$ cat src/rtl/spim_pkg.sv
package spim_pkg;
  localparam int WORD_W = 32;
  localparam int ADDR_W = 3;
  localparam int PM_W   = 4;
  localparam int LEN_W  = 4;

  typedef enum logic [ADDR_W-1:0] {
    A_MODE  = 3'd0,
    A_EVENT = 3'd1,
    A_MASK  = 3'd2,
    A_TXD   = 3'd3,
    A_RXD   = 3'd4,
    A_SSEL  = 3'd5,
    A_CAP   = 3'd6
  } regAddr_e;

  localparam int B_EN    = 0;
  localparam int B_CPHA  = 1;
  localparam int B_CPOL  = 2;
  localparam int B_MSB   = 3;
  localparam int B_LOOP  = 4;
  localparam int B_LEN   = 5;
  localparam int B_DIV16 = 9;
  localparam int B_PM    = 10;

  localparam int EV_NE = 0;
  localparam int EV_NF = 1;

  typedef struct packed {
    logic             cpha;
    logic             cpol;
    logic             msbFirst;
    logic             loop;
    logic [LEN_W-1:0] lenCode;
    logic             div16;
    logic [PM_W-1:0]  pm;
  } spiCfg_t;

  typedef struct packed {
    logic load;
    logic abort;
  } spiStrobe_t;
endpackage

$ cat src/rtl/spim_ctrl.sv
module spim_ctrl
  import spim_pkg::*;
#(
  parameter int NSEL = 4
) (
  input  logic              clk,
  input  logic              rst,
  input  logic              regWr,
  input  logic              regRd,
  input  logic [ADDR_W-1:0] regAddr,
  input  logic [WORD_W-1:0] regWdata,
  output logic [WORD_W-1:0] regRdata,
  input  logic              dpBusy,
  input  logic              dpDone,
  input  logic [WORD_W-1:0] dpRxWord,
  output spiCfg_t           liveCfg,
  output spiStrobe_t        strobe,
  output logic [WORD_W-1:0] holdWord,
  output logic [NSEL-1:0]   ssN,
  output logic              irq,
  output logic              evNe,
  output logic              evNf,
  output logic [1:0]        maskBits
);
  localparam logic [WORD_W-1:0] CAP_WORD =
    (WORD_W'(WORD_W - 1) << 16) | (WORD_W'(1) << 8) | WORD_W'(NSEL);

  logic [WORD_W-1:0] modeReg;
  logic [NSEL-1:0]   selReg;
  logic              holdFull;
  logic              liveEn;

  logic wrMode, wrEvent, wrMask, wrTx, wrSel, rdRx;
  assign wrMode  = regWr && (regAddr == A_MODE);
  assign wrEvent = regWr && (regAddr == A_EVENT);
  assign wrMask  = regWr && (regAddr == A_MASK);
  assign wrTx    = regWr && (regAddr == A_TXD);
  assign wrSel   = regWr && (regAddr == A_SSEL);
  assign rdRx    = regRd && (regAddr == A_RXD);

  assign strobe.abort = wrMode && !regWdata[B_EN];
  assign strobe.load  = liveEn && holdFull && !dpBusy && !strobe.abort;

  always_ff @(posedge clk) begin
    if (rst) begin
      modeReg  <= '0;
      liveEn   <= 1'b0;
      liveCfg  <= '0;
      holdFull <= 1'b0;
      holdWord <= '0;
      evNe     <= 1'b0;
      evNf     <= 1'b1;
      maskBits <= '0;
      selReg   <= '1;
    end else begin
      if (wrMode) begin
        modeReg <= regWdata;
        liveEn  <= regWdata[B_EN];
        if (!liveEn && regWdata[B_EN]) begin
          liveCfg.cpha     <= regWdata[B_CPHA];
          liveCfg.cpol     <= regWdata[B_CPOL];
          liveCfg.msbFirst <= regWdata[B_MSB];
          liveCfg.loop     <= regWdata[B_LOOP];
          liveCfg.lenCode  <= regWdata[B_LEN +: LEN_W];
          liveCfg.div16    <= regWdata[B_DIV16];
          liveCfg.pm       <= regWdata[B_PM +: PM_W];
        end
      end
      if (wrMask) maskBits <= regWdata[1:0];
      if (wrSel)  selReg   <= regWdata[NSEL-1:0];
      if (wrEvent) begin
        if (regWdata[EV_NE]) evNe <= 1'b0;
        if (regWdata[EV_NF]) evNf <= 1'b0;
      end
      if (rdRx) evNe <= 1'b0;
      if (strobe.load) begin
        holdFull <= 1'b0;
        evNf     <= 1'b1;
      end
      if (wrTx) begin
        holdFull <= 1'b1;
        holdWord <= regWdata;
        evNf     <= 1'b0;
      end
      if (dpDone) evNe <= 1'b1;
    end
  end

  always_comb begin
    case (regAddr)
      A_MODE:  regRdata = modeReg;
      A_EVENT: regRdata = WORD_W'({evNf, evNe});
      A_MASK:  regRdata = WORD_W'(maskBits);
      A_TXD:   regRdata = holdWord;
      A_RXD:   regRdata = dpRxWord;
      A_SSEL:  regRdata = WORD_W'(selReg);
      A_CAP:   regRdata = CAP_WORD;
      default: regRdata = '0;
    endcase
  end

  assign ssN = selReg;
  assign irq = |({evNf, evNe} & maskBits);
endmodule

$ cat src/rtl/spim_datapath.sv
module spim_datapath
  import spim_pkg::*;
(
  input  logic              clk,
  input  logic              rst,
  input  spiCfg_t           cfg,
  input  spiStrobe_t        strobe,
  input  logic [WORD_W-1:0] txWord,
  input  logic              misoIn,
  output logic              sck,
  output logic              mosi,
  output logic              busy,
  output logic              done,
  output logic [WORD_W-1:0] rxWord
);
  localparam int HCNT_W = $clog2(32 * (1 << PM_W)) + 1;
  localparam int NB_W   = $clog2(WORD_W) + 1;
  localparam int ECNT_W = NB_W + 1;

  logic [WORD_W-1:0] sh, shNext, lenMask, rxAligned;
  logic [HCNT_W-1:0] halfCnt, halfLim;
  logic [ECNT_W-1:0] edgeCnt, edgeLast;
  logic [NB_W-1:0]   nBits;
  logic sckInt, mosiReg, rxBit, tick, leading, inBit, misoEff;

  function automatic logic outBit(input logic [WORD_W-1:0] w, input logic msb);
    return msb ? w[WORD_W-1] : w[0];
  endfunction

  assign halfLim  = ((HCNT_W'(cfg.pm) + HCNT_W'(1)) << (cfg.div16 ? 5 : 1)) - HCNT_W'(1);
  assign nBits    = (cfg.lenCode == '0) ? NB_W'(WORD_W) : NB_W'(cfg.lenCode) + NB_W'(1);
  assign edgeLast = ECNT_W'({nBits, 1'b0}) - ECNT_W'(1);
  assign tick     = busy && (halfCnt == halfLim);
  assign leading  = ~edgeCnt[0];
  assign misoEff  = cfg.loop ? mosiReg : misoIn;
  assign inBit    = cfg.cpha ? misoEff : rxBit;
  assign shNext   = cfg.msbFirst ? {sh[WORD_W-2:0], inBit} : {inBit, sh[WORD_W-1:1]};
  assign lenMask  = (nBits == NB_W'(WORD_W)) ? '1 : ((WORD_W'(1) << nBits) - WORD_W'(1));

  always_comb begin
    if (nBits == NB_W'(WORD_W))
      rxAligned = shNext;
    else if (cfg.msbFirst)
      rxAligned = (shNext & lenMask) << 16;
    else
      rxAligned = (shNext >> 16) & (lenMask << (NB_W'(16) - nBits));
  end

  always_ff @(posedge clk) begin
    if (rst) begin
      sh <= '0; halfCnt <= '0; edgeCnt <= '0;
      sckInt <= 1'b0; mosiReg <= 1'b0; rxBit <= 1'b0;
      busy <= 1'b0; done <= 1'b0; rxWord <= '0;
    end else begin
      done <= 1'b0;
      if (strobe.abort) begin
        busy   <= 1'b0;
        sckInt <= 1'b0;
      end else if (strobe.load) begin
        busy    <= 1'b1;
        sh      <= txWord;
        halfCnt <= '0;
        edgeCnt <= '0;
        sckInt  <= 1'b0;
        mosiReg <= outBit(txWord, cfg.msbFirst);
      end else if (tick) begin
        halfCnt <= '0;
        sckInt  <= ~sckInt;
        edgeCnt <= edgeCnt + ECNT_W'(1);
        if (leading) begin
          if (!cfg.cpha) rxBit <= misoEff;
          else           mosiReg <= outBit(sh, cfg.msbFirst);
        end else begin
          sh <= shNext;
          if (!cfg.cpha) mosiReg <= outBit(shNext, cfg.msbFirst);
          if (edgeCnt == edgeLast) begin
            busy   <= 1'b0;
            done   <= 1'b1;
            rxWord <= rxAligned;
          end
        end
      end else if (busy) begin
        halfCnt <= halfCnt + HCNT_W'(1);
      end
    end
  end

  assign sck  = sckInt ^ cfg.cpol;
  assign mosi = mosiReg;
endmodule

$ cat src/rtl/spim_top.sv
module spim_top
  import spim_pkg::*;
#(
  parameter int NSEL = 4
) (
  input  logic              clk,
  input  logic              rst,
  input  logic              regWr,
  input  logic              regRd,
  input  logic [ADDR_W-1:0] regAddr,
  input  logic [WORD_W-1:0] regWdata,
  output logic [WORD_W-1:0] regRdata,
  output logic              sck,
  output logic              mosi,
  input  logic              miso,
  output logic [NSEL-1:0]   ssN,
  output logic              irq
);
  spiCfg_t           liveCfg;
  spiStrobe_t        strobe;
  logic [WORD_W-1:0] holdWord, dpRxWord;
  logic              dpBusy, dpDone, evNe, evNf;
  logic [1:0]        maskBits;

  spim_ctrl #(.NSEL(NSEL)) uCtrl (
    .clk(clk), .rst(rst), .regWr(regWr), .regRd(regRd), .regAddr(regAddr),
    .regWdata(regWdata), .regRdata(regRdata), .dpBusy(dpBusy), .dpDone(dpDone),
    .dpRxWord(dpRxWord), .liveCfg(liveCfg), .strobe(strobe), .holdWord(holdWord),
    .ssN(ssN), .irq(irq), .evNe(evNe), .evNf(evNf), .maskBits(maskBits)
  );

  spim_datapath uDp (
    .clk(clk), .rst(rst), .cfg(liveCfg), .strobe(strobe), .txWord(holdWord),
    .misoIn(miso), .sck(sck), .mosi(mosi), .busy(dpBusy), .done(dpDone),
    .rxWord(dpRxWord)
  );
endmodule

$ cat config.mk
export PLATFORM = sky130hd
export DESIGN_NAME = spim_top
export DESIGN_NICKNAME = d
export VERILOG_FILES = /design/src/rtl/spim_pkg.sv /design/src/rtl/spim_ctrl.sv /design/src/rtl/spim_datapath.sv /design/src/rtl/spim_top.sv
export SDC_FILE = /design/constraint.sdc
export NUM_CORES = 1
export LEC_CHECK = 0
export BUFFER_PORTS_ARGS = -buffer_cell sky130_fd_sc_hd__buf_4
export CORE_ASPECT_RATIO = 1.2
export CORE_UTILIZATION = 53
export DETAILED_ROUTE_END_ITERATION = 7
export HOLD_SLACK_MARGIN = 0.12
export PLACE_DENSITY = 0.72
export RECOVER_POWER = 25
export SYNTH_ARGS = -nofsm -noshare
export SYNTH_HDL_FRONTEND = slang
export SYNTH_SLANG_ARGS = --single-unit
$ cat constraint.sdc
create_clock -name clk -period 5.2 [get_ports clk]
set_input_delay 1.04 -clock clk [delete_from_list [all_inputs] [get_ports clk]]
set_output_delay 1.04 -clock clk [all_outputs]
set_load 0.02 [all_outputs]
# Yosys cells after proc, flatten, opt, wreduce, memory -nomap -nowiden
# Cells that the tools add are included.
# classes
n_addsub	8
eq_ne	10
n_shift	3
n_mux	40
bitwise_logic	10
n_reduce_logical	42
# ops
operator	count
2-to-1 mux 32 bit	7
one-hot mux 32 bit (7 select lines)	1
AND 16 x 32 -> 32 bit	1
<< shifter 1 x 6 -> 32 bit, first input constant	1
<< shifter 10 x 32 -> 10 bit	1
<< shifter 32 x 6 -> 32 bit	1
subtractor 32 x 1 -> 32 bit, second input constant	1
2-to-1 mux 10 bit	3
2-to-1 mux 1 bit	25
nonzero test 3 bit	6
AND 16 bit	1
2-to-1 mux 7 bit	2
logical AND 1 bit	12
adder 10 x 1 -> 10 bit, second input constant	1
adder 4 x 1 -> 5 bit, second input constant	2
equality test 10 bit	1
AND reduction 2 bit	5
AND reduction 5 bit	2
subtractor 10 x 1 -> 10 bit, second input constant	1
equality test 3 bit, second input constant	3
nonzero test 2 bit	4
adder 7 x 1 -> 7 bit, second input constant	1
equality test 7 bit	1
subtractor 7 x 1 -> 7 bit, second input constant	1
other kinds (18)	29
# word_totals
ff_bits	173
out_inout_bits	39
elab_cells	137

# Depth between registers and ports, before layout
# logic_depth
word_depth	9
mapped_depth	19
ltp_nobuf	17

# Cells and area by module
# Synthesis repeated with hierarchy kept, for this count alone.
# hier_totals
hier_cells	1396
hier_area_um2	10767.8
# modules_own_cells
mod	instances	cells_per_inst	area_per_inst_um2	seq_area_each_um2
spim_datapath	1	892	6825.3	1721.7
spim_ctrl	1	504	3942.5	1721.7

# Worst setup path before layout
# Ideal clock, no wire load.
# synth_timing
kind	reg-to-reg
startpoint	reg, netlist name uCtrl.liveCfg[5]
endpoint	reg uDp.rxWord[4]
t_arrival_ps	4198
setup_slack_ps	917
stages_incl_launch_ff	20
n_path_buf	3
synth_period_minus_slack_ps	4283
path_cell_list	dfxtp_1 -> clkbuf_1 -> inv_1 -> ha_1 -> nor3b_4 -> nor2_1 -> nor2_1 -> ha_1 -> clkbuf_1 -> a21boi_0 -> inv_1 -> ha_1 -> clkbuf_1 -> nor4_1 -> o21ai_0 -> a21oi_1 -> a211oi_1 -> o21ai_0 -> a31oi_1 -> a211oi_1
# synth_via
elab_chain_cells	9
word_cells_on_any_way	15
cone_classes	add/sub: 4; eq/ne: 2; shift: 2; mux: 4; bitwise: 1; reduce/logical: 2
# synth_rtl
item	line_no	rtl
adder 4 x 1 -> 5 bit / zero test 4 bit (equally long branches)	spim_datapath.sv:31	assign nBits = (cfg.lenCode == '0) ? NB_W'(WORD_W) : NB_W'(cfg.lenCode) + NB_W'(1);
2-to-1 mux 6 bit (*)	spim_datapath.sv:31	
<< shifter 1 x 6 -> 32 bit	spim_datapath.sv:38	assign lenMask = (nBits == NB_W'(WORD_W)) ? '1 : ((WORD_W'(1) << nBits) - WORD_W'(1));
subtractor 32 x 1 -> 32 bit	spim_datapath.sv:38	
2-to-1 mux 32 bit	spim_datapath.sv:38	
<< shifter 32 x 6 -> 32 bit	spim_datapath.sv:46	rxAligned = (shNext >> 16) & (lenMask << (NB_W'(16) - nBits));
AND 16 x 32 -> 32 bit	spim_datapath.sv:46	
2-to-1 mux 32 bit	spim_datapath.sv:43	else if (cfg.msbFirst)
2-to-1 mux 32 bit	spim_datapath.sv:41	if (nBits == NB_W'(WORD_W))
end signal, assigned	spim_datapath.sv:79	rxWord <= rxAligned;
end, declared	spim_datapath.sv:14	output logic [WORD_W-1:0] rxWord
# Mark *: on every way between the ends. The rest lies on a longest branch, timed or not.
# A chain may end at the register's enable or synchronous reset.

# Final worst setup path
# layout_timing
startpoint	reg, netlist name uCtrl.liveCfg[5]
endpoint	reg uDp.rxWord[8]
# layout_via
elab_chain_cells	9
word_cells_on_any_way	15
cone_classes	add/sub: 4; eq/ne: 2; shift: 2; mux: 4; bitwise: 1; reduce/logical: 2
# layout_rtl
item	line_no
adder 4 x 1 -> 5 bit / zero test 4 bit (equally long branches)	spim_datapath.sv:31
2-to-1 mux 6 bit (*)	spim_datapath.sv:31
<< shifter 1 x 6 -> 32 bit	spim_datapath.sv:38
subtractor 32 x 1 -> 32 bit	spim_datapath.sv:38
2-to-1 mux 32 bit	spim_datapath.sv:38
<< shifter 32 x 6 -> 32 bit	spim_datapath.sv:46
AND 16 x 32 -> 32 bit	spim_datapath.sv:46
2-to-1 mux 32 bit	spim_datapath.sv:43
2-to-1 mux 32 bit	spim_datapath.sv:41
# Marks and branches as above.

==> impl_metrics.yaml <==
power_and_ir_drop:
  p_leak_uw: 0.00425
  vdd_drop_max_uv: 222
  pwr_density_cell_nw_per_um2: 248
  pwr-share-comb: 0.097
  power.share.switching: 0.275
  seq_power_share: 0.462
  power.total_uw: 2900
  p_int_uw: 2100
  p_switching_uw: 800
  pwr-share-clk: 0.440
timing:
  period_share: 0.894
  fmax_ghz: 0.215
  setup_ws_ns: 0.550
  rsz0062_at_grt: "no"
  whs_ns: 0.455
  tightest_slew_ns: 1.62
  report.final.hold_viol_count: 0
  tns_ns: 0
  slew_headroom: -0.0833
  maxSlewViolCount: 69
  setup_violations: 0
  finClkSkew_ns: 0.0210
  min_period_ns: 4.65
clocking:
  clock-sinks: 172
  cts_buffer_depth: 2
  cts_tree: "yes"
  cts_hold_buf: 0
  cts_resized: 0
  root_buffer: "clkbuf_16"
  cts_buffers: 17
  clk_pin_slew_ns: 0.07
  h-tree-depth: 4
  post-cts-setup-buffer-count: 0
  clk_latency_ns: 0.44
detailed_routing:
  drc: 0
  first_iter_violations: 979
  routed_wl_um: 34100
  antenna_left: 0
  avgViaCountPerCell: 6.25
  wl_per_cell_um: 20.1
  vias: 10600
  dr.pass1.iters: 5
finish:
  nets: 1481
  drive_above_1_share: 0.107
  n_antenna_cell: 0
  finalInstanceArea_sq_um: 11700
  area_growth_pct: 12.0
synth:
  synth_warnings: 0
  synth_fp_nets: 1466
  synth_area_leaders: "dfxtp_1, nand2_1, a21oi_1, mux2i_1, nor2_1"
  synth_top_cell_area_share: 0.329
  synth_top_cells_by_count: "nand2_1, dfxtp_1, a21oi_1, nor2_1, clkbuf_1"
  ys_seq_area_frac: 0.329
  synth_top_area_cell: "dfxtp_1"
  synth_async_sr_flop_share: 0
  synth_most_common_cell: "nand2_1"
  synthCells: 1415
  syn_area_per_cell_sq_um: 7.39
  ys_types: 76
  synth_edf_count: 0
  ys_ff_latch: 172
  netlist_area_sq_um: 10500
  synth_ff_type: "dfxtp_1"
critical_path:
  arrival_ns: 4.91
  critPathSlowestCell: "nor3_1"
  crit_chain: "inv_1, ha_1, nor3b_4, nor2_1, nor2_1, ha_1, a21boi_0, buf_4, inv_1, ha_1, nand2_1, mux2i_1, nor3_1, a22oi_1, a211oi_1, o22ai_1, a41oi_1, a211oi_1"
  rr_worst_depth: 18
  crit_required_ns: 5.46
  crit_path_max_incr_delay_ns: 0.48
  cp_max_fo: 17
  startpoint_type: "register"
  endpoint_kind: "register"
  cpMostUsedCell: "ha_1"
  crit_type: "register to register"
place:
  gp_congestion: 1.03
  dpl-instance-area_sq_um: 11200
  hpwl_um: 24300
  post-place-ws_ns: 0.703
  io_buffers: 78
outcome:
  status: "finished, violations left"
  violations: "capacitance limit, slew limit"
global_routing:
  grt_usage: 0.343
  grt_pass1_vias: 9759
  overflow: 0
  antenna_found_initial: 0
  grt_max_degree: 92
  grt_pass1_wl_um: 53700
floorplan:
  die_h_um: 156
  num_io_pins: 79
  fp.dieArea_sq_um: 20300
  fp.coreArea_sq_um: 19100
  std_cell_rows: 55
  die_w_um: 130
  start_util: 0.549
hold_path:
  worstHoldPathType: "register to register"
  hold_depth: 2
job:
  maxCapViolCount: 2
==> per-stage QoR <==
stage,utilization,std cells
2_1_floorplan,-,1415
3_5_place_dp,0.586,1667
4_1_cts,0.617,1699
3_3_place_gp,0.586,1667
6_report,0.615,1699
5_1_grt,0.615,1699
==> state kept, by name (all words and copies together), names as in the netlist <==
signal / flops
uCtrl.liveCfg: 13
uCtrl.modeReg: 32
uCtrl.holdWord: 32
uDp.halfCnt: 10
uDp.rxBit: 1
uDp.rxWord: 32
uCtrl.maskBits: 2
uCtrl.ssN: 4
uDp.sh: 32
uCtrl.evNf: 1
uDp.sckInt: 1
uCtrl.holdFull: 1
uDp.busy: 1
uDp.mosi: 1
uDp.done: 1
uCtrl.evNe: 1
uDp.edgeCnt: 7
==> power by group through the flow <==
stage | logic (uW) | clock network [uW] | registers [uW]
floorplan | 178 | 0 | 1370
global placement | 279 | 0 | 1370
detailed placement | 278 | 0 | 1370
CTS | 279 | 1290 | 1340
global route | 305 | 1340 | 1340
finish | 283 | 1280 | 1340
==> placed cells by master (no fill, tap or decap), types with 11 or more instances in the layout <==
| master | synthesis | routed |
|---|---|---|
| a22oi_1 | 14 | 14 |
| clkbuf_1 | 90 | 11 |
| nor2b_1 | 16 | 16 |
| xnor2_1 | 20 | 20 |
| mux2i_1 | 74 | 74 |
| nand2b_1 | 15 | 15 |
| a21oi_1 | 150 | 150 |
| a211oi_1 | 27 | 27 |
| nand2_1 | 301 | 300 |
| inv_1 | 14 | 14 |
| nand3_1 | 48 | 48 |
| dfxtp_1 | 172 | 171 |
| xor2_1 | 17 | 17 |
| ha_1 | 11 | 11 |
| nand4_1 | 12 | 12 |
| a31oi_1 | 21 | 21 |
| clkbuf_16 | 0 | 17 |
| o22ai_1 | 13 | 13 |
| o21ai_0 | 57 | 57 |
| nor3_1 | 29 | 29 |
| nor2_1 | 101 | 100 |
| buf_4 | 2 | 93 |
| o211ai_1 | 42 | 42 |
==> layer usage <==
| layer | wire length, um | global-route usage | part of all wire |
|---|---|---|---|
| met3 | 2020 | 0.0525 | 0.059 |
| met1 | 14600 | 0.447 | 0.43 |
| met4 | 1490 | 0.161 | 0.044 |
| met2 | 15900 | 0.551 | 0.47 |
| met5 | 0 | 0 | 0 |
==> final timing paths <==
path,startpoint,endpoint,slack [ns]
setup / recovery,uCtrl.liveCfg[5],uDp.rxWord[8],0.55
hold / removal,uCtrl.modeReg[20],uCtrl.modeReg[20],0.45
setup reg to reg,uCtrl.liveCfg[5],uDp.rxWord[8],0.55
hold reg to reg,uCtrl.modeReg[20],uCtrl.modeReg[20],0.45
==> worst max-delay path: cells and delay by family, from the launching register on <==
family | cells | cell delay, ns
AOI/OAI and AO/OA | 6 | 1.28
muxes | 1 | 0.09
DFF | 1 | 0.46
adders and majority gates | 3 | 0.87
buffers and inverters | 3 | 0.38
and+or+nand+nor | 5 | 1.40
==> area by class of cell <==
class                   count  area [sq um]
flip-flops and latches    172          3440
repair buffers            105           776
fillers                  1852          7340
clock buffers              18           429
multi-input cells        1115          6520
clock inverters            14           154
well taps                 256           320
inverters                  19          71.3
==> logic make-up after synthesis <==
group,count (synthesis),synth area share
flops,172,0.329
compound gates,405,0.250
fa+ha+maj,11,0.0132
buf+inv,128,0.0482
xor+xnor,38,0.0325
simple gates,583,0.250
mux,78,0.0762
Note: power is estimated with default switching activity, not from simulation.
